===== src/rtl/coalescing_store_buffer.sv =====
`timescale 1ns/1ps
module coalescing_store_buffer #(
  parameter int ENTRIES     = 4,
  parameter int ADDR_W      = 32,
  parameter int BLOCK_BYTES = 16
)(
  input  logic                     clk,
  input  logic                     rst_n,
  input  logic                     st_valid,
  output logic                     st_ready,
  input  logic [ADDR_W-1:0]        st_addr,
  input  logic [BLOCK_BYTES*8-1:0] st_data,
  input  logic [BLOCK_BYTES-1:0]   st_be,
  input  logic                     ld_valid,
  input  logic [ADDR_W-1:0]        ld_addr,
  input  logic [BLOCK_BYTES-1:0]   ld_be,
  output logic                     ld_hit,
  output logic                     ld_wait,
  output logic [BLOCK_BYTES*8-1:0] ld_data,
  input  logic                     lmiss_req,
  output logic                     mem_wr_valid,
  input  logic                     mem_wr_ready,
  output logic [ADDR_W-1:0]        mem_wr_addr,
  output logic [BLOCK_BYTES*8-1:0] mem_wr_data,
  output logic [BLOCK_BYTES-1:0]   mem_wr_mask
);
  localparam int DATA_W = BLOCK_BYTES * 8;
  localparam int OFF_W  = $clog2(BLOCK_BYTES);
  localparam int TAG_W  = ADDR_W - OFF_W;
  localparam int PTR_W  = (ENTRIES > 1) ? $clog2(ENTRIES) : 1;
  localparam logic [PTR_W:0] FULL = (PTR_W+1)'(ENTRIES);

  logic [ENTRIES-1:0]     ent_v;
  logic [TAG_W-1:0]       ent_tag  [ENTRIES];
  logic [DATA_W-1:0]      ent_data [ENTRIES];
  logic [BLOCK_BYTES-1:0] ent_mask [ENTRIES];
  logic [PTR_W-1:0]       head, tail, st_idx, wr_idx;
  logic [PTR_W:0]         occ;
  logic [ENTRIES-1:0]     st_hitv, ld_hitv, ld_cov;
  logic [TAG_W-1:0]       st_tag, ld_tag;
  logic                   st_match, st_fire, alloc, drain_fire, dup;

  assign st_tag = st_addr[ADDR_W-1:OFF_W];
  assign ld_tag = ld_addr[ADDR_W-1:OFF_W];

  for (genvar i = 0; i < ENTRIES; i++) begin : g_cmp
    assign st_hitv[i] = ent_v[i] && (ent_tag[i] == st_tag);
    assign ld_hitv[i] = ent_v[i] && (ent_tag[i] == ld_tag);
    assign ld_cov[i]  = ld_hitv[i] && ((ld_be & ~ent_mask[i]) == '0);
  end

  always_comb begin
    st_idx  = '0;
    ld_data = '0;
    for (int i = 0; i < ENTRIES; i++) begin
      if (st_hitv[i]) st_idx = PTR_W'(i);
      if (ld_hitv[i]) ld_data = ent_data[i];
    end
  end

  assign st_match     = |st_hitv;
  assign mem_wr_valid = ent_v[head] && !lmiss_req;
  assign mem_wr_addr  = {ent_tag[head], {OFF_W{1'b0}}};
  assign mem_wr_data  = ent_data[head];
  assign mem_wr_mask  = ent_mask[head];
  assign drain_fire   = mem_wr_valid && mem_wr_ready;
  assign st_ready     = st_match ? !(drain_fire && st_idx == head) : (occ != FULL);
  assign st_fire      = st_valid && st_ready;
  assign alloc        = st_fire && !st_match;
  assign wr_idx       = st_match ? st_idx : tail;
  assign ld_hit       = ld_valid && |ld_cov;
  assign ld_wait      = ld_valid && |ld_hitv && !(|ld_cov);

  always_ff @(posedge clk or negedge rst_n) begin
    if (!rst_n) begin
      ent_v <= '0;
      head  <= '0;
      tail  <= '0;
      occ   <= '0;
      for (int i = 0; i < ENTRIES; i++) begin
        ent_tag[i]  <= '0;
        ent_data[i] <= '0;
        ent_mask[i] <= '0;
      end
    end else begin
      if (drain_fire) begin
        ent_v[head] <= 1'b0;
        head        <= head + PTR_W'(1);
      end
      if (st_fire) begin
        ent_v[wr_idx]    <= 1'b1;
        ent_tag[wr_idx]  <= st_tag;
        ent_mask[wr_idx] <= (st_match ? ent_mask[wr_idx] : '0) | st_be;
        for (int b = 0; b < BLOCK_BYTES; b++)
          if (st_be[b]) ent_data[wr_idx][8*b +: 8] <= st_data[8*b +: 8];
      end
      if (alloc) tail <= tail + PTR_W'(1);
      occ <= occ + (PTR_W+1)'(alloc) - (PTR_W+1)'(drain_fire);
    end
  end

  always_comb begin
    dup = 1'b0;
    for (int i = 0; i < ENTRIES; i++)
      for (int j = i + 1; j < ENTRIES; j++)
        if (ent_v[i] && ent_v[j] && ent_tag[i] == ent_tag[j]) dup = 1'b1;
  end

  a_r3_one_slot_per_block: assert property (@(posedge clk) disable iff (!rst_n)
    !dup);
  a_r2_alloc_grows: assert property (@(posedge clk) disable iff (!rst_n)
    (alloc && !drain_fire) |=> occ == $past(occ) + 1'b1);
  a_r3_merge_keeps_count: assert property (@(posedge clk) disable iff (!rst_n)
    (st_fire && st_match && !drain_fire) |=> occ == $past(occ));
  a_r4_count_tracks_valid: assert property (@(posedge clk) disable iff (!rst_n)
    int'($countones(ent_v)) == int'(occ));
  a_r4_no_overflow: assert property (@(posedge clk) disable iff (!rst_n)
    occ <= FULL);
  a_r6_head_held_on_miss: assert property (@(posedge clk) disable iff (!rst_n)
    lmiss_req |=> $stable(head));
  a_r5_addr_held_on_stall: assert property (@(posedge clk) disable iff (!rst_n)
    (mem_wr_valid && !mem_wr_ready) |=> $stable(mem_wr_addr));
  a_r8_hit_wait_exclusive: assert property (@(posedge clk) disable iff (!rst_n)
    !(ld_hit && ld_wait));
endmodule


===== config.mk =====
export PLATFORM = sky130hd
export DESIGN_NAME = coalescing_store_buffer
export DESIGN_NICKNAME = d
export VERILOG_FILES = /design/src/rtl/coalescing_store_buffer.sv
export SDC_FILE = /design/constraint.sdc
export NUM_CORES = 2
export LEC_CHECK = 0
export BUFFER_PORTS_ARGS = -buffer_cell sky130_fd_sc_hd__buf_4
export CAP_MARGIN = 0
export CELL_PAD_IN_SITES_DETAIL_PLACEMENT = 0
export CELL_PAD_IN_SITES_GLOBAL_PLACEMENT = 1
export CORE_UTILIZATION = 43
export CTS_CLUSTER_DIAMETER = 50
export DETAILED_ROUTE_END_ITERATION = 10
export HOLD_SLACK_MARGIN = 0.12
export PLACE_DENSITY_LB_ADDON = 0.12
export SYNTH_ARGS = -nofsm -noshare
export SYNTH_HDL_FRONTEND = slang
export SYNTH_SLANG_ARGS = --single-unit

===== constraint.sdc =====
create_clock -name clk -period 3.7 [get_ports clk]
set_input_delay 0.37 -clock clk [delete_from_list [all_inputs] [get_ports clk]]
set_output_delay 0.37 -clock clk [all_outputs]
set_load 0.02 [all_outputs]

Word level (Yosys, flattened, before mapping)

Cells that the tools add are included.

Output and inout bits: 308
Flip-flop bits (word level): 699
Logic and storage cells: 200

Bitwise operators: 14
$add $sub $neg: 4
Mux-type cells: 115
$lt $le $gt $ge: 7
Reductions and logical operators: 34
Equality and inequality tests: 10

Operators with widths:

| kind              | number |
|---|---|
| $mux W512         | 31 |
| $bwmux W512       | 16 |
| $demux W128 S2    | 16 |
| $mux W128         | 7 |
| $bmux W128 S2     | 1 |
| $eq A28 B28 Y1    | 8 |
| $mux W120         | 1 |
| $bwmux W112       | 1 |
| $mux W112         | 1 |
| $mux W16          | 7 |
| $mux W104         | 1 |
| $mux W96          | 1 |
| $mux W88          | 1 |
| $mux W28          | 3 |
| $mux W80          | 1 |
| $mux W72          | 1 |
| $and A16 B16 Y16  | 4 |
| $bmux W16 S2      | 2 |
| $bwmux W64        | 1 |
| $logic_not A16 Y1 | 4 |
| $mux W64          | 1 |
| $not A16 Y16      | 4 |
| $bmux W28 S2      | 1 |
| $demux W28 S2     | 1 |
| 29 further kinds  | 69 |

Logic depth before layout (Yosys ltp)

Depth in word-level cells: 58
Depth in mapped cells: 16
Gate-level depth less buffers: 12

Least setup slack after synthesis

OpenSTA, ideal clock, no wires.

Path type: input port to flip-flop
Start: input st_addr[18]
End: register occ[2]
Path buffers: 3
Setup time: 123 ps
Arrival: 3588 ps
Stages on the path: 15
Path slack: -11 ps
Cells stage by stage: clkbuf_1 xor2_1 nor3_1 nand4_2 nor2_8 nor4_2 clkbuf_1 clkbuf_1 nand3_1 ha_1 inv_1 ha_1 fa_1 xnor2_1 xnor2_1

Longest elaborated chain between the ends: 13
Elaborated cells on any way between the ends: 21
Classes of those cells: add/sub (2); eq/ne (5); mux (4); reduce/logical (10)

RTL lines:

| what                  | RTL line | source |
|---|---|---|
| start, declared       | 11       | `input logic [ADDR_W-1:0] st_addr,` |
| $eq A28 B28 Y1        | 47       | `assign st_hitv[i] = ent_v[i] && (ent_tag[i] == st_tag);` |
| $logic_and A1 B1 Y1   | 47       |  |
| $mux W1               | 56       | `if (st_hitv[i]) st_idx = PTR_W'(i);` |
| $mux W2 (2 in series) | 56       |  |
| $eq A2 B2 Y1          | 67       | `assign st_ready = st_match ? !(drain_fire && st_idx == head) : (occ != FULL);` |
| $logic_and A1 B1 Y1   | 67       |  |
| $logic_not A1 Y1      | 67       |  |
| $mux W1               | 67       |  |
| $logic_and A1 B1 Y1   | 68       | `assign st_fire = st_valid && st_ready;` |
| $logic_and A1 B1 Y1 * | 69       | `assign alloc = st_fire && !st_match;` |
| $add A3 B1 Y3 *       | 98       | `occ <= occ + (PTR_W+1)'(alloc) - (PTR_W+1)'(drain_fire);` |
| $sub A3 B1 Y3 *       | 98       |  |
| end signal, assigned  | 98       |  |
| end, declared         | 38       | `logic [PTR_W:0] occ;` |

Every way passes the cells marked *; elsewhere a longest branch is shown, timed or not.
A chain may end at the register's enable or synchronous reset.

Final worst setup path

Start: register ent_tag[59] (netlist bit)
End: output ld_data[41]

Longest elaborated chain between the ends: 5

RTL lines:

| what                            | RTL line | source |
|---|---|---|
| start, declared                 | 34       | `logic [TAG_W-1:0] ent_tag [ENTRIES];` |
| start signal, assigned by index | 92       | `ent_tag[wr_idx] <= st_tag;` |
| $eq A28 B28 Y1                  | 48       | `assign ld_hitv[i] = ent_v[i] && (ent_tag[i] == ld_tag);` |
| $logic_and A1 B1 Y1             | 48       |  |
| $mux W128 (3 in series)         | 57       | `if (ld_hitv[i]) ld_data = ent_data[i];` |
| end, declared                   | 19       | `output logic [BLOCK_BYTES*8-1:0] ld_data,` |

No other way between the ends.

==> reports/metrics.yaml <==
placementRows: 111
ys_seq_area_share_pct: 44.0
grt_pass1_vias: 32400
die_h_um: 306
core_um2: 91700
synthCells: 3100
drt_pass1_iterations: 5
dieArea_um2: 93700
cap_violations: 0
htreeDepth: 3
p_per_area_nw_per_um2: 878
grt_pass1_wl_um: 216000
power_mw: 47.9
peakVddDrop_uv: 648
track_usage_pct: 30.7
cp-start-kind: "flip-flop"
crit_chain: "xor2_1 > nor4_2 > nand4_1 > nor4_4 > buf_6 > buf_12 > buf_12 > buf_16 > nor3b_1 > a21oi_1 > o21ai_0 > mux2_2 > buf_4"
wirelength_um: 151000
final_nets: 4173
synth.distinct_cells: 71
fin_area_um2: 54500
place.gp.congestion: 0.923
failed_checks: "negative setup slack"
worst_slew_pin_slew_ns: 1.46
cts_tree: "built"
outcome: "complete, but fails checks"
post-route-period-util_pct: 107
relSlewSlack_pct: 2.42
postPlaceCellArea_um2: 46600
grt_setup_unrepaired: "yes"
numClockSinks: 699
critPathRequiredTime_ns: 3.33
syn-cell-area_um2: 39800
p_leak_nw: 23.3
layout_setup_ws_ns: -0.253
ant_nets: 0
cts_root_buf: "clkbuf_16"
synth.avg_cell_area_um2: 12.8
hpwl_um: 98500
drive_above_1_share_pct: 52.2
start_util_pct: 43.4
fin_skew_ns: 0.0252
min_from: "st_addr[6]"
fillerInstances: 7269
slowest_delay_ns: 0.44
r2r-start: "ent_tag[25]"
clk_pin_slew_worst_paths_ns: 0.05
startpoint: "ent_tag[59]"
die_w_um: 306
cp.arrival_ns: 3.58
grt-ovfl-total: 0
grt_max_degree: 131
routedWlPerCell_um: 28.9
fmax_ghz: 0.253
fin_tns_setup_ns: -20.50
cts_buffer_depth: 3
slowest_stage: "nor4_2"
path_max_fanout: 14
synthFlopType: "dfrtp_1"
period_needed_ns: 3.95
yosysTopAreaCellShare_pct: 44.0
synth_warnings: 0
synth_top_area_cell: "dfrtp_1"
ioPinCount: 538
synth_edf_count: 0
synth-seq-cells: 699
final-hold-violation-count: 0
finalMaxSlewViolations: 0
cp_common_cell: "buf_12"
crit_path_end_kind: "primary output"
drc: 0
async_flop_share_pct: 100
numCtsBuffers: 104
setup_viol: 148
drt_iter0_drc: 2448
worstSetupPathType: "flip-flop to primary output"
vias: 31100
synthTopCellsByArea: "dfrtp_1 (44%), mux2_2 (18%), mux4_2 (9.8%)"
hold_path_class: "input port to flip-flop"
grt_antenna_before_repair: 6
io_buffers: 525
area_growth_pct: 37.0
vias_per_cell: 5.97
clk_latency_ns: 0.68
==> report_power, final <==
group	internal [mW]	switching, mW	total, mW
Sequential	11.6	3.55	15.1
Clock	6.49	3.90	10.4
Combinational	11.7	10.6	22.4
==> timing repair <==
| action | CTS | global route |
|---|---|---|
| cloned | 7 | 19 |
| pin swaps | 7 | 50 |
| resized for setup | 148 | 292 |
| endpoints found under the setup margin | 394 | 484 |
| hold endpoints to repair | 687 | 0 |
| hold buffers | 159 | 0 |
| setup buffers | 7 | 36 |
==> Yosys cell counts (4+ instances only) <==
library cell / count
o22a_1: 20
o21ai_0: 132
mux2_2: 629
and3_1: 9
o22ai_1: 23
nor3_1: 24
a2bb2oi_1: 14
nand2_8: 10
nand4_1: 46
buf_4: 14
a221oi_1: 6
nor4_1: 33
a311o_1: 16
nand4_2: 17
nand3_4: 11
a21oi_1: 139
a32oi_1: 10
or4_1: 7
mux4_2: 173
and4_1: 17
buf_6: 15
xor2_1: 98
a22oi_1: 22
and2_1: 5
clkbuf_1: 106
ha_1: 6
nor2_1: 25
inv_1: 49
buf_1: 35
xnor2_1: 131
dfrtp_1: 699
nand3_1: 14
buf_2: 54
nand2_1: 173
nand3_2: 6
mux2_4: 120
nor3b_1: 129
nor2b_1: 4
a211oi_1: 16
==> cell families after synthesis <==
| group | synth area share [%] |
|---|---|
| AOI/OAI and AO/OA | 6.49 |
| xor gates and xnor gates | 5.04 |
| adders and majority gates | 0.239 |
| buffers and inverters | 3.27 |
| DFF | 44.0 |
| muxes | 32.2 |
| other | 0.00943 |
| and+or+nand+nor | 8.77 |
==> worst max-delay path, delay by kind of cell, from the launching register on <==
family / cells / cell delay (ns)
AND/OR/NAND/NOR: 4 / 0.96
buffers and inverters: 5 / 0.79
flip-flops: 1 / 0.42
multiplexers: 1 / 0.30
AO/OA/AOI/OAI: 2 / 0.23
XOR/XNOR: 1 / 0.19
==> flip-flops by register name, indices dropped and copies added (netlist names) <==
name,count
ent_data,512
ent_v,4
tail,2
occ,3
head,2
ent_mask,64
ent_tag,112
==> metrics by stage <==
| stage | utilization [%] | setup WS (ns) | hold slack [ns] | std cells |
|---|---|---|---|---|
| after floorplan | - | 0.124 | 0.0744 | 3103 |
| after global placement | 50.8 | -0.187 | 0.450 | 4791 |
| after detailed placement | 50.8 | -0.213 | 0.462 | 4791 |
| after CTS | 57.5 | -0.236 | 0.121 | 5153 |
| after global routing | 59.4 | -0.334 | 0.166 | 5207 |
| final | 59.4 | -0.253 | 0.174 | 5213 |
==> cell type report <==
cell class | instances | area (µm²) | area share [%]
clock buffer | 131 | 2940 | 5.39
clock inverter | 58 | 722 | 1.33
inverter | 50 | 188 | 0.344
sequential | 699 | 17500 | 32.1
tap | 1186 | 1480 | 2.72
multi-input combinational | 2127 | 22100 | 40.6
antenna | 8 | 20.0 | 0.0367
timing repair buffer | 954 | 9490 | 17.4
==> path summary, 6_finish.rpt <==
| path | to | slack, ns | depth (start not counted) |
|---|---|---|---|
| worst max-delay path | ld_data[41] | -0.25 | 13 |
| worst min-delay path | ent_tag[30] | 0.17 | 3 |
| min in group asynchronous | ent_data[55] | 0.36 | 2 |
| worst max register to register | ent_data[442] | 0.10 | 11 |
| worst min register to register | occ[0] | 0.52 | 1 |
| max in group asynchronous | ent_data[26] | 2.22 | 4 |
==> cell usage in the layout, fill, tap and decap left out, drive strengths merged, types with 24 or more instances in the layout <==
cell,n
buf,775
mux2,752
dfrtp,699
nand2,185
mux4,173
dlygate4sd3,159
clkbuf,148
a21oi,140
o21ai,132
xnor2,131
nor3b,129
xor2,98
inv,65
nand4,63
nor4,34
nand3,31
nor2,26
nor3,24
==> metal layers <==
metal,track usage [%],vias up,wire [µm]
met2,51.6,1276,73900
met1,40.3,16300,61500
met3,4.82,269,9960
met4,10.6,2,5290
met5,0,-,9
li1,-,13300,-
(Power assumes the default switching activity.)
